### config.mk
export PLATFORM = sky130hd
export DESIGN_NAME = excp_tracker
export DESIGN_NICKNAME = d
export VERILOG_FILES = /design/src/rtl/excp_pkg.sv /design/src/rtl/excp_cause_enc.sv /design/src/rtl/excp_stage_pipe.sv /design/src/rtl/excp_epc_unit.sv /design/src/rtl/excp_tracker.sv
export SDC_FILE = /design/constraint.sdc
export NUM_CORES = 1
export LEC_CHECK = 0
export ABC_AREA = 1
export BUFFER_PORTS_ARGS = -buffer_cell sky130_fd_sc_hd__buf_2
export CAP_MARGIN = 25
export CORE_MARGIN = 2
export CORE_UTILIZATION = 55
export DETAILED_ROUTE_END_ITERATION = 7
export GPL_TIMING_DRIVEN = 0
export PLACE_DENSITY = 0.79
export SLEW_MARGIN = 15
export SYNTH_ARGS = -nofsm -noshare
export SYNTH_HDL_FRONTEND = slang
export SYNTH_HIERARCHICAL = 1
export SYNTH_SLANG_ARGS = --single-unit
### constraint.sdc
create_clock -name clk_i -period 1.8 [get_ports clk_i]
set_input_delay 0.18 -clock clk_i [delete_from_list [all_inputs] [get_ports clk_i]]
set_output_delay 0.18 -clock clk_i [all_outputs]
set_load 0.05 [all_outputs]
### src/rtl/excp_pkg.sv
package excp_pkg;
    localparam int N_CAUSE = 4;
    localparam int CAUSE_W = $clog2(N_CAUSE);
    localparam int N_STAGE = 5;

    typedef enum logic [CAUSE_W-1:0] {
        CZ_IPF   = 2'd0,
        CZ_ILL   = 2'd1,
        CZ_ARITH = 2'd2,
        CZ_DPF   = 2'd3
    } cause_e;
endpackage

### src/rtl/excp_cause_enc.sv
module excp_cause_enc #(
    parameter int NC = excp_pkg::N_CAUSE,
    parameter int CW = excp_pkg::CAUSE_W
) (
    input  logic [NC-1:0] vec_i,
    output logic [CW-1:0] code_o,
    output logic          any_o
);
    logic [NC:0]   seen;
    logic [NC-1:0] first;

    assign seen[0] = 1'b0;
    for (genvar i = 0; i < NC; i++) begin : g_chain
        assign seen[i+1] = seen[i] | vec_i[i];
        assign first[i]  = vec_i[i] & ~seen[i];
    end
    assign any_o = seen[NC];

    always_comb begin
        code_o = '0;
        for (int i = 0; i < NC; i++) begin
            if (first[i]) code_o = code_o | CW'(i);
        end
    end
endmodule

### src/rtl/excp_stage_pipe.sv
module excp_stage_pipe #(
    parameter int PC_W = 32,
    parameter int NS   = excp_pkg::N_STAGE,
    parameter int NC   = excp_pkg::N_CAUSE
) (
    input  logic                 clk_i,
    input  logic                 rst_ni,
    input  logic                 flush_i,
    input  logic                 in_vld_i,
    input  logic [PC_W-1:0]      in_pc_i,
    input  logic [NC-1:0]        in_vec_i,
    input  logic                 in_tk_i,
    input  logic [PC_W-1:0]      in_tg_i,
    input  logic [NS-2:0][NC-1:0] post_i,
    output logic                 mem_vld_o,
    output logic [NC-1:0]        mem_vec_o,
    output logic                 wb_vld_o,
    output logic [PC_W-1:0]      wb_pc_o,
    output logic [NC-1:0]        wb_vec_o,
    output logic                 wb_ds_o,
    output logic [PC_W-1:0]      wb_dtg_o
);
    localparam int WB  = NS - 1;
    localparam int MEM = NS - 2;

    typedef struct packed {
        logic            vld;
        logic [PC_W-1:0] pc;
        logic [NC-1:0]   vec;
        logic            tk;
        logic [PC_W-1:0] btg;
        logic            ds;
        logic [PC_W-1:0] dtg;
    } stg_t;

    stg_t [NS-1:0] st_d, st_q;

    always_comb begin
        st_d[0].vld = in_vld_i;
        st_d[0].pc  = in_pc_i;
        st_d[0].vec = in_vec_i;
        st_d[0].tk  = in_tk_i;
        st_d[0].btg = in_tg_i;
        st_d[0].ds  = st_q[0].vld & st_q[0].tk;
        st_d[0].dtg = st_q[0].btg;
        for (int k = 1; k < NS; k++) begin
            st_d[k]     = st_q[k-1];
            st_d[k].vec = st_q[k-1].vec | post_i[k-1];
        end
        if (flush_i) st_d = '0;
    end

    always_ff @(posedge clk_i) begin
        if (!rst_ni) st_q <= '0;
        else         st_q <= st_d;
    end

    assign mem_vld_o = st_q[MEM].vld;
    assign mem_vec_o = st_q[MEM].vec;
    assign wb_vld_o  = st_q[WB].vld;
    assign wb_pc_o   = st_q[WB].pc;
    assign wb_vec_o  = st_q[WB].vec;
    assign wb_ds_o   = st_q[WB].ds;
    assign wb_dtg_o  = st_q[WB].dtg;

    AST_FLUSH_EMPTIES: assert property (@(posedge clk_i) disable iff (!rst_ni)
        flush_i |=> (!st_q[WB].vld && !st_q[MEM].vld && !st_q[0].vld));
    AST_VEC_STICKY: assert property (@(posedge clk_i) disable iff (!rst_ni)
        (!flush_i && st_q[MEM].vld) |=> ((st_q[WB].vec & $past(st_q[MEM].vec)) == $past(st_q[MEM].vec)));
endmodule

### src/rtl/excp_epc_unit.sv
module excp_epc_unit #(
    parameter int              PC_W     = 32,
    parameter int              CW       = excp_pkg::CAUSE_W,
    parameter logic [PC_W-1:0] TRAP_VEC = 32'h0000_0080
) (
    input  logic            clk_i,
    input  logic            rst_ni,
    input  logic            trap_i,
    input  logic            rfe_i,
    input  logic [PC_W-1:0] wb_pc_i,
    input  logic            wb_ds_i,
    input  logic [PC_W-1:0] wb_dtg_i,
    input  logic [CW-1:0]   cause_i,
    output logic            redirect_o,
    output logic [PC_W-1:0] redirect_pc_o,
    output logic [PC_W-1:0] epc_o,
    output logic [PC_W-1:0] epc2_o,
    output logic            in_slot_o,
    output logic [CW-1:0]   cause_o
);
    typedef struct packed {
        logic [PC_W-1:0] epc;
        logic [PC_W-1:0] epc2;
        logic            slot;
        logic [CW-1:0]   cause;
        logic            res2;
    } sav_t;

    sav_t s_d, s_q;

    always_comb begin
        s_d      = s_q;
        s_d.res2 = 1'b0;
        if (trap_i) begin
            s_d.epc   = wb_pc_i;
            s_d.epc2  = wb_ds_i ? wb_dtg_i : '0;
            s_d.slot  = wb_ds_i;
            s_d.cause = cause_i;
        end else if (rfe_i) begin
            s_d.res2 = s_q.slot;
        end
    end

    always_ff @(posedge clk_i) begin
        if (!rst_ni) s_q <= '0;
        else         s_q <= s_d;
    end

    assign redirect_o    = trap_i | rfe_i | s_q.res2;
    assign redirect_pc_o = trap_i ? TRAP_VEC : (rfe_i ? s_q.epc : s_q.epc2);
    assign epc_o         = s_q.epc;
    assign epc2_o        = s_q.epc2;
    assign in_slot_o     = s_q.slot;
    assign cause_o       = s_q.cause;

    AST_EPC_CAPTURE: assert property (@(posedge clk_i) disable iff (!rst_ni)
        trap_i |=> (epc_o == $past(wb_pc_i)));
    AST_SLOT_RESUME: assert property (@(posedge clk_i) disable iff (!rst_ni)
        (rfe_i && !trap_i && in_slot_o) |=> (redirect_o && redirect_pc_o == epc2_o));
endmodule

### src/rtl/excp_tracker.sv
module excp_tracker #(
    parameter int              PC_W     = 32,
    parameter logic [PC_W-1:0] TRAP_VEC = 32'h0000_0080
) (
    input  logic                          clk_i,
    input  logic                          rst_ni,
    input  logic                          fetch_valid_i,
    input  logic [PC_W-1:0]               fetch_pc_i,
    input  logic                          fetch_ipf_i,
    input  logic                          fetch_taken_i,
    input  logic [PC_W-1:0]               fetch_target_i,
    input  logic                          id_illegal_i,
    input  logic                          ex_arith_i,
    input  logic                          mem_dpf_i,
    input  logic                          rfe_i,
    output logic                          mem_we_o,
    output logic                          wb_we_o,
    output logic [PC_W-1:0]               wb_pc_o,
    output logic                          trap_o,
    output logic                          redirect_o,
    output logic [PC_W-1:0]               redirect_pc_o,
    output logic [PC_W-1:0]               epc_o,
    output logic [PC_W-1:0]               epc2_o,
    output logic                          in_slot_o,
    output logic [excp_pkg::CAUSE_W-1:0]  cause_o
);
    import excp_pkg::*;

    logic [N_CAUSE-1:0]              in_vec;
    logic [N_STAGE-2:0][N_CAUSE-1:0] post;
    logic                            mem_vld, wb_vld, wb_ds, wb_any;
    logic [N_CAUSE-1:0]              mem_vec, wb_vec;
    logic [PC_W-1:0]                 wb_pc, wb_dtg;
    logic [CAUSE_W-1:0]              wb_code;
    logic                            flush;

    always_comb begin
        in_vec         = '0;
        in_vec[CZ_IPF] = fetch_ipf_i;
        post           = '0;
        post[1][CZ_ILL]   = id_illegal_i;
        post[2][CZ_ARITH] = ex_arith_i;
        post[3][CZ_DPF]   = mem_dpf_i;
    end

    excp_stage_pipe #(.PC_W(PC_W), .NS(N_STAGE), .NC(N_CAUSE)) pipe_i (
        .clk_i(clk_i), .rst_ni(rst_ni), .flush_i(flush),
        .in_vld_i(fetch_valid_i), .in_pc_i(fetch_pc_i), .in_vec_i(in_vec),
        .in_tk_i(fetch_taken_i), .in_tg_i(fetch_target_i), .post_i(post),
        .mem_vld_o(mem_vld), .mem_vec_o(mem_vec),
        .wb_vld_o(wb_vld), .wb_pc_o(wb_pc), .wb_vec_o(wb_vec),
        .wb_ds_o(wb_ds), .wb_dtg_o(wb_dtg)
    );

    excp_cause_enc #(.NC(N_CAUSE), .CW(CAUSE_W)) enc_i (
        .vec_i(wb_vec), .code_o(wb_code), .any_o(wb_any)
    );

    assign trap_o   = wb_vld & wb_any;
    assign flush    = trap_o | rfe_i;
    assign wb_we_o  = wb_vld & ~wb_any;
    assign wb_pc_o  = wb_pc;
    assign mem_we_o = mem_vld & ~(|mem_vec) & ~mem_dpf_i & ~trap_o;

    excp_epc_unit #(.PC_W(PC_W), .CW(CAUSE_W), .TRAP_VEC(TRAP_VEC)) epc_i (
        .clk_i(clk_i), .rst_ni(rst_ni), .trap_i(trap_o), .rfe_i(rfe_i),
        .wb_pc_i(wb_pc), .wb_ds_i(wb_ds), .wb_dtg_i(wb_dtg), .cause_i(wb_code),
        .redirect_o(redirect_o), .redirect_pc_o(redirect_pc_o),
        .epc_o(epc_o), .epc2_o(epc2_o), .in_slot_o(in_slot_o), .cause_o(cause_o)
    );

    AST_MEM_WE_BLOCKED: assert property (@(posedge clk_i) disable iff (!rst_ni)
        trap_o |-> !mem_we_o);
    AST_TRAP_REDIRECT: assert property (@(posedge clk_i) disable iff (!rst_ni)
        trap_o |-> (redirect_o && redirect_pc_o == TRAP_VEC));
    AST_NO_WB_WRITE_ON_TRAP: assert property (@(posedge clk_i) disable iff (!rst_ni)
        trap_o |-> !wb_we_o);
endmodule

==> results of run 1 <==
repair_timing:
action / in CTS / in global routing
pin swaps: 11 / 10
buffers inserted: 34 / 7
endpoints found under the hold margin: 74 / 0
hold buffers: 71 / 0
endpoints found under the setup margin: 37 / 415
gates resized for setup: 137 / 379
cloned: 3 / 41
flip-flops by register name (all words and copies together), names as in the netlist:
signal and count:
pipe_i/wb_ds_o 1, pipe_i/wb_pc_o 32, pipe_i/wb_vec_o 4, epc_i/cause_o 2, pipe_i/st_q 308, epc_i/s_q 1, pipe_i/wb_dtg_o 32, pipe_i/wb_vld_o 1
epc_i/in_slot_o 1, epc_i/epc_o 32, pipe_i/mem_vec_o 4, pipe_i/mem_vld_o 1, epc_i/epc2_o 32
worst min-delay path by stage:
stage	endpoint	startpoint
after floorplan	pipe_i/st_q[100]	fetch_pc_i[30]
after global placement	pipe_i/st_q[65]	fetch_taken_i
after detailed placement	pipe_i/st_q[323]	pipe_i/st_q[220]
after CTS	epc_i/s_q[0]	rfe_i
after global routing	epc_i/s_q[0]	rfe_i
final	pipe_i/st_q[95]	rfe_i
through the flow:
| step | utilization [%] | hold slack (ps) |
|---|---|---|
| after floorplan | - | 292 |
| final | 81.3 | 365 |
| after CTS | 73.3 | 259 |
| after global placement | 62.9 | 392 |
| after detailed placement | 62.9 | 397 |
| after global routing | 81.3 | 366 |
logic make-up (layout without fill, tap and decap cells):
group / Yosys count / after routing / share of synthesized area, %
and+or+nand+nor: 585 / 586 / 15.1
other: 1 / 16 / 0.0251
DFF: 451 / 451 / 60.4
buffers and inverters: 589 / 1000 / 20.9
AOI/OAI and AO/OA: 100 / 100 / 3.50
power breakdown:
group | total [µW] | internal (µW) | switching [µW]
registers | 10100 | 10100 | 42.9
logic | 1680 | 779 | 901
clock network | 9030 | 5200 | 3830
total | 20800 | 16100 | 4770
layer usage:
layer	vias up	part of all wire, %	global-route usage (%)
met2	687	50	43.8
met3	213	8.0	4.75
met5	-	0	0
met4	0	5.8	8.92
li1	5590	-	-
met1	5949	36	29.9
layout make-up:
type	instances	area share, %
repair buffers	340	14.9
multi-input cells	702	19.1
well taps	341	1.96
flip-flops and latches	451	41.4
plain buffers	207	9.51
inverters	377	6.61
clock inverters	12	0.597
clock buffers	64	5.85
worst reg2reg max path, cell delays in order (launching register included):
cell	delay [ps]
dfxtp_2	330
inv_4	70
nand4_1	160
nand2_2	140
inv_4	60
buf_4	150
or2_4	270
inv_6	100
nand2_8	130
clkbuf_16	240
clkbuf_16	170
nor2_1	120
placed cells by master, fill, tap and decap left out, types with 2 or more instances in the layout:
cell / Yosys / routed
conb_1: 1 / 16
inv_2: 6 / 4
inv_4: 0 / 3
buf_4: 140 / 149
clkbuf_8: 0 / 12
nand2_2: 7 / 33
clkinv_2: 0 / 5
nand2_4: 0 / 2
buf_6: 47 / 34
inv_1: 370 / 368
buf_12: 0 / 43
dfxtp_1: 451 / 447
nand2_8: 0 / 3
buf_8: 1 / 18
buf_2: 18 / 185
a21oi_2: 6 / 6
clkbuf_16: 0 / 81
nor2_2: 0 / 201
nand3_1: 33 / 32
o21ai_0: 4 / 4
a21oi_4: 0 / 30
nor2_1: 444 / 200
inv_6: 1 / 4
bufinv_16: 0 / 2
dfxtp_2: 0 / 4
nor2_4: 0 / 43
a21oi_1: 89 / 59
clkbuf_1: 5 / 14
dlygate4sd3_1: 0 / 71
buf_16: 0 / 2
nand2_1: 97 / 67
==> results.txt, run 1 <==
status - complete, but fails checks
violated checks - negative setup slack
Antenna Nets Post-Route - 0
global-route wire length before repair - 55.2 mm
vias per std cell - 4.99
grt ovf - 0
VDD IR-drop max - 0.000926 V
Finish-stage setup viols - 410
setup ws final - -659 ps
Multi-input gate area - 0.00416 mm²
cell count along the critical path - 11
fillers - 1269
clk buf depth - 3
Critical Path RT - 1620 ps
ant diodes - 0
R2R depth - 11
slew of the pin with the lowest slew margin - 631 ps
top cell type by total area after synthesis - dfxtp_1
Distinct cells, synth - 23
H-tree depth - 2
Post-Synthesis Cells - 1726
ys async rst share - 0%
CP Class - register to output port
worst endpoint data arrival time - 2280 ps
Worst slew margin - 58.0%
Worst Hold Path Cells - 6
post-synth design cell area - 0.0149 mm²
Static Leak - 0.00917 µW
routed length per instance - 19.6 µm
largest cells by area after synthesis - dfxtp_1 60%, nor2_1 11%, inv_1 9.3%
Final HPWL DP - 22.4 mm
CP bufs+invs - 7
Inst Count DP - 2289
f_max - 407 MHz
number of enable flip-flop cells after synthesis - 0
Port Buffers - 207
Synth top cells by count - 451 x dfxtp_1, 444 x nor2_1, 370 x inv_1
via count - 12400
largest net degree at the start of global routing - 16
R2R Path End - pipe_i/st_q[121]
row count - 60
register area share after synthesis - 60.4%
Syn-to-layout area delta - 45.8%
max-cap viol count - 0
I/O Pins - 208
Worst Setup SP - pipe_i/wb_vec_o[1]
TritonCTS buffer count - 43
Slew Limit Fails - 0
drt first pass iters - 6
RSZ-0062 raised after global routing - true
Non-Filler Instances - 2494
CP top delay family - buffers and inverters
placed cell area - 0.0169 mm²
worst-path cell chain - inv_4 -> nand4_1 -> nand2_2 -> inv_4 -> buf_8 -> clkinv_8 -> buf_12 -> nand2_8 -> buf_12 -> a21oi_4 -> buf_6
Reg2Reg Setup Slack - -220 ps
die area - 0.0285 mm²
chip width - 169 µm
crit path capture type - output port
CP peak stage delay - 330 ps
Final nets - 2195
# DRC - 0
Final Cell Area - 0.0218 mm²
clk_lat worst skew - 550 ps
crit path launch type - register
overall power - 20800 µW
All-Layer GR Usage - 24.7%
CORE AREA - 0.0268 mm²
Seq cells post-synth - 451
crit path max-delay cell type - dfxtp_2
Initial DRC Count - 1197
Ys Warns - 6
HP Class - input port to register
antenna violations before repair - 0
Seq. cell area - 0.00903 mm²
predominant post-synthesis flop cell - dfxtp_1
period utilization - 137%
worst clock skew - 26.9 ps
Clock Sinks - 451
average instance area after synthesis - 8.66 µm²
worst slack, placed - -286 ps
CTS tree - built
final hold violation count - 0
routability cong. - 0.853
critical-path maximum fanout - 7
top-count cell post-synth - dfxtp_1
crit path capture - redirect_pc_o[24]
Die H - 169 µm
clock-pin slew on the worst setup and hold paths - 60 ps
cell area power density - 956 mW/mm²
vias in the first global route - 11300
share of the synthesized area in the top cell type - 60.4%
Initial Utilization - 55.8%
layout cells sized above 1 - 40.5%
clock root buffer master - clkbuf_16
min cycle time layout - 2460 ps
drt total wl - 49.0 mm
Final TNS setup - -67770 ps
reg-to-reg startpoint - pipe_i/wb_vec_o[1]
No activity file was read; power rests on OpenSTA's default activity.
==> run 2: changes to the inputs <==
--- a/config.mk
+++ b/config.mk
@@ -9,10 +9,10 @@
 export BUFFER_PORTS_ARGS = -buffer_cell sky130_fd_sc_hd__buf_2
 export CAP_MARGIN = 25
 export CORE_MARGIN = 2
-export CORE_UTILIZATION = 55
+export CORE_UTILIZATION = 44
 export DETAILED_ROUTE_END_ITERATION = 7
 export GPL_TIMING_DRIVEN = 0
-export PLACE_DENSITY = 0.79
+export PLACE_DENSITY = 0.66
 export SLEW_MARGIN = 15
 export SYNTH_ARGS = -nofsm -noshare
 export SYNTH_HDL_FRONTEND = slang
==> constraint.sdc (replaced) <==
create_clock -name clk_i -period 2.47 [get_ports clk_i]
set_input_delay 0.247 -clock clk_i [delete_from_list [all_inputs] [get_ports clk_i]]
set_output_delay 0.247 -clock clk_i [all_outputs]
set_load 0.05 [all_outputs]
==> results.txt, run 2 (same netlist as run 1, synthesis figures left out) <==
Initial Utilization - 44.6% (-11 points)
CP Class - register to output port
fillers - 2948 (+130%)
vias per std cell - 4.18 (-16%)
Reg2Reg Setup Slack - 650 ps (+870 ps)
crit path launch type - register
worst endpoint data arrival time - 2160 ps (-120 ps)
Critical Path RT - 2220 ps (+600 ps)
worst clock skew - 11.5 ps (-15.4 ps)
Final HPWL DP - 22.6 mm (+1.3%)
Finish-stage setup viols - 0 (-100%)
Hold EP - epc_i/epc_o[7]
largest net degree at the start of global routing - 16 (unchanged)
Final nets - 2148 (-2.1%)
Clock Sinks - 451 (unchanged)
period utilization - 97.4%
grt ovf - 0 (unchanged)
CTS tree - built
Die H - 188 µm (+12%)
All-Layer GR Usage - 17.6% (-7.1 points)
min cycle time layout - 2410 ps
Reg with most FFs - pipe_i/st_q
slew of the pin with the lowest slew margin - 656 ps (+25.1 ps)
I/O Pins - 208 (unchanged)
RSZ-0062 raised after global routing - true
Worst Hold Path Cells - 3 (-3)
Non-Filler Instances - 2551 (+2.3%)
worst slack, placed - 203 ps (+489 ps)
min-delay src - rst_ni
# DRC - 0 (unchanged)
global-route wire length before repair - 49.5 mm (-10%)
Worst slew margin - 56.3% (-1.7 points)
Port Buffers - 207 (unchanged)
chip width - 188 µm (+12%)
status - finished clean
antenna violations before repair - 0 (unchanged)
routed length per instance - 12.3 µm (-37%)
CORE AREA - 0.0335 mm² (+25%)
Slew Limit Fails - 0 (unchanged)
f_max - 416 MHz
row count - 67 (+12%)
routability cong. - 0.936 (+9.7%)
crit path capture type - output port
drt total wl - 31.4 mm (-36%)
die area - 0.0355 mm² (+24%)
clock-pin slew on the worst setup and hold paths - 60 ps (about the same)
Static Leak - 0.00836 µW (-8.8%)
clk_lat worst skew - 520 ps (-30 ps)
Hold WS - 44.7 ps (-321 ps)
R2R depth - 11 (unchanged)
VDD IR-drop max - 0.000466 V (-50%)
Inst Count DP - 2396 (+4.7%)
max FFs per register - 308 (unchanged)
HP Class - input port to register
H-tree depth - 2 (unchanged)
drt first pass iters - 5 (-1)
commonest non-fill, non-tap cell in the layout - dfxtp_1
clk buf depth - 3 (unchanged)
final hold violation count - 0 (unchanged)
most frequent cells in the layout - 448 x dfxtp_1, 442 x nor2_1, 369 x inv_1, 188 x buf_2, 165 x buf_4
setup ws final - 64.2 ps (+723 ps)
layout cells sized above 1 - 26.0% (-15 points)
vias in the first global route - 10300 (-8.5%)
critical-path maximum fanout - 10 (+3)
ant diodes - 0 (unchanged)
Syn-to-layout area delta - 28.4%
Initial DRC Count - 530 (-56%)
cell area power density - 764 mW/mm² (-20%)
reg-to-reg startpoint - pipe_i/wb_vec_o[3]
R2R Path End - pipe_i/st_q[190]
max-cap viol count - 0 (unchanged)
Antenna Nets Post-Route - 0 (unchanged)
TritonCTS buffer count - 44 (+2.3%)
clock root buffer master - clkbuf_16
Final TNS setup - 0 ps (+67770 ps)
via count - 10700 (-14%)
-- run 2: cell types whose count changed in the layout (fill, tap and decap cells not counted), sizes merged --
cell,change
clkbuf,-44
bufbuf,-1
clkinv,+5
dlygate4sd3,-1
inv,-4
bufinv,+2
buf,-7
nand2,-1
clkinvlp,+1
-- run 2: how the worst max path moves through the flow --
stage	from	to	slack, ps
after detailed placement	pipe_i/wb_vec_o[3]	redirect_pc_o[24]	200
after CTS	pipe_i/wb_vec_o[2]	wb_we_o	10
after floorplan	pipe_i/wb_vec_o[3]	redirect_pc_o[10]	170
after global placement	pipe_i/wb_vec_o[3]	redirect_pc_o[24]	210
final	pipe_i/wb_vec_o[3]	redirect_pc_o[12]	60
after global routing	pipe_i/wb_vec_o[3]	redirect_pc_o[29]	-50
-- run 2: final cells by class --
type	instances	area, µm²	share of cell area [%]
Buffer	208	1720	8.96
Clock buffer	58	1220	6.38
Clock inverter	16	196	1.02
Inverter	377	1440	7.49
Multi-Input combinational cell	701	2990	15.6
Sequential cell	451	9030	47.1
Tap cell	448	561	2.92
Timing Repair Buffer	292	2030	10.6
-- run 2: through the flow --
stage          total power (µW)  area [µm²]  utilization, %
2_1_floorplan              7940       15000               -
6_report                  14700       19200            57.2
4_1_cts                   14800       19000            56.8
3_3_place_gp               8120       16600            49.5
5_1_grt                   15200       19200            57.2
3_5_place_dp               8130       16600            49.5
-- run 2: layer usage --
layer  vias to the layer above  track usage [%]  part of all wire (%)
met5                         -                0                     0
met4                         0             4.78                   1.6
met3                        42             3.99                   6.8
met2                       271             30.1                    46
met1                      4881             22.6                    45
li1                       5480                -                     -
-- run 2: report_power, final --
group          internal, µW  total [µW]  switching (µW)
clock network          3900        6530            2630
logic                   318         738             421
registers              7360        7380            23.1
total                 11600       14700            3080
-- run 2: worst max-delay path, stage by stage, from the launching register on --
cell      delay (ps)
dfxtp_2          310
buf_4            130
inv_2             50
nand4_1          120
nand2_2          140
clkinv_4         110
clkinv_8          90
buf_4            170
nand2_1          120
a21oi_1          170
buf_4            220
-- run 2: repair_timing --
item | CTS | global route
resized for setup | 70 | 44
pin swaps | 6 | 11
hold buffers | 70 | 0
buffers inserted | 10 | 5
endpoints found under the setup margin | 33 | 34
hold endpoints to repair | 70 | 0
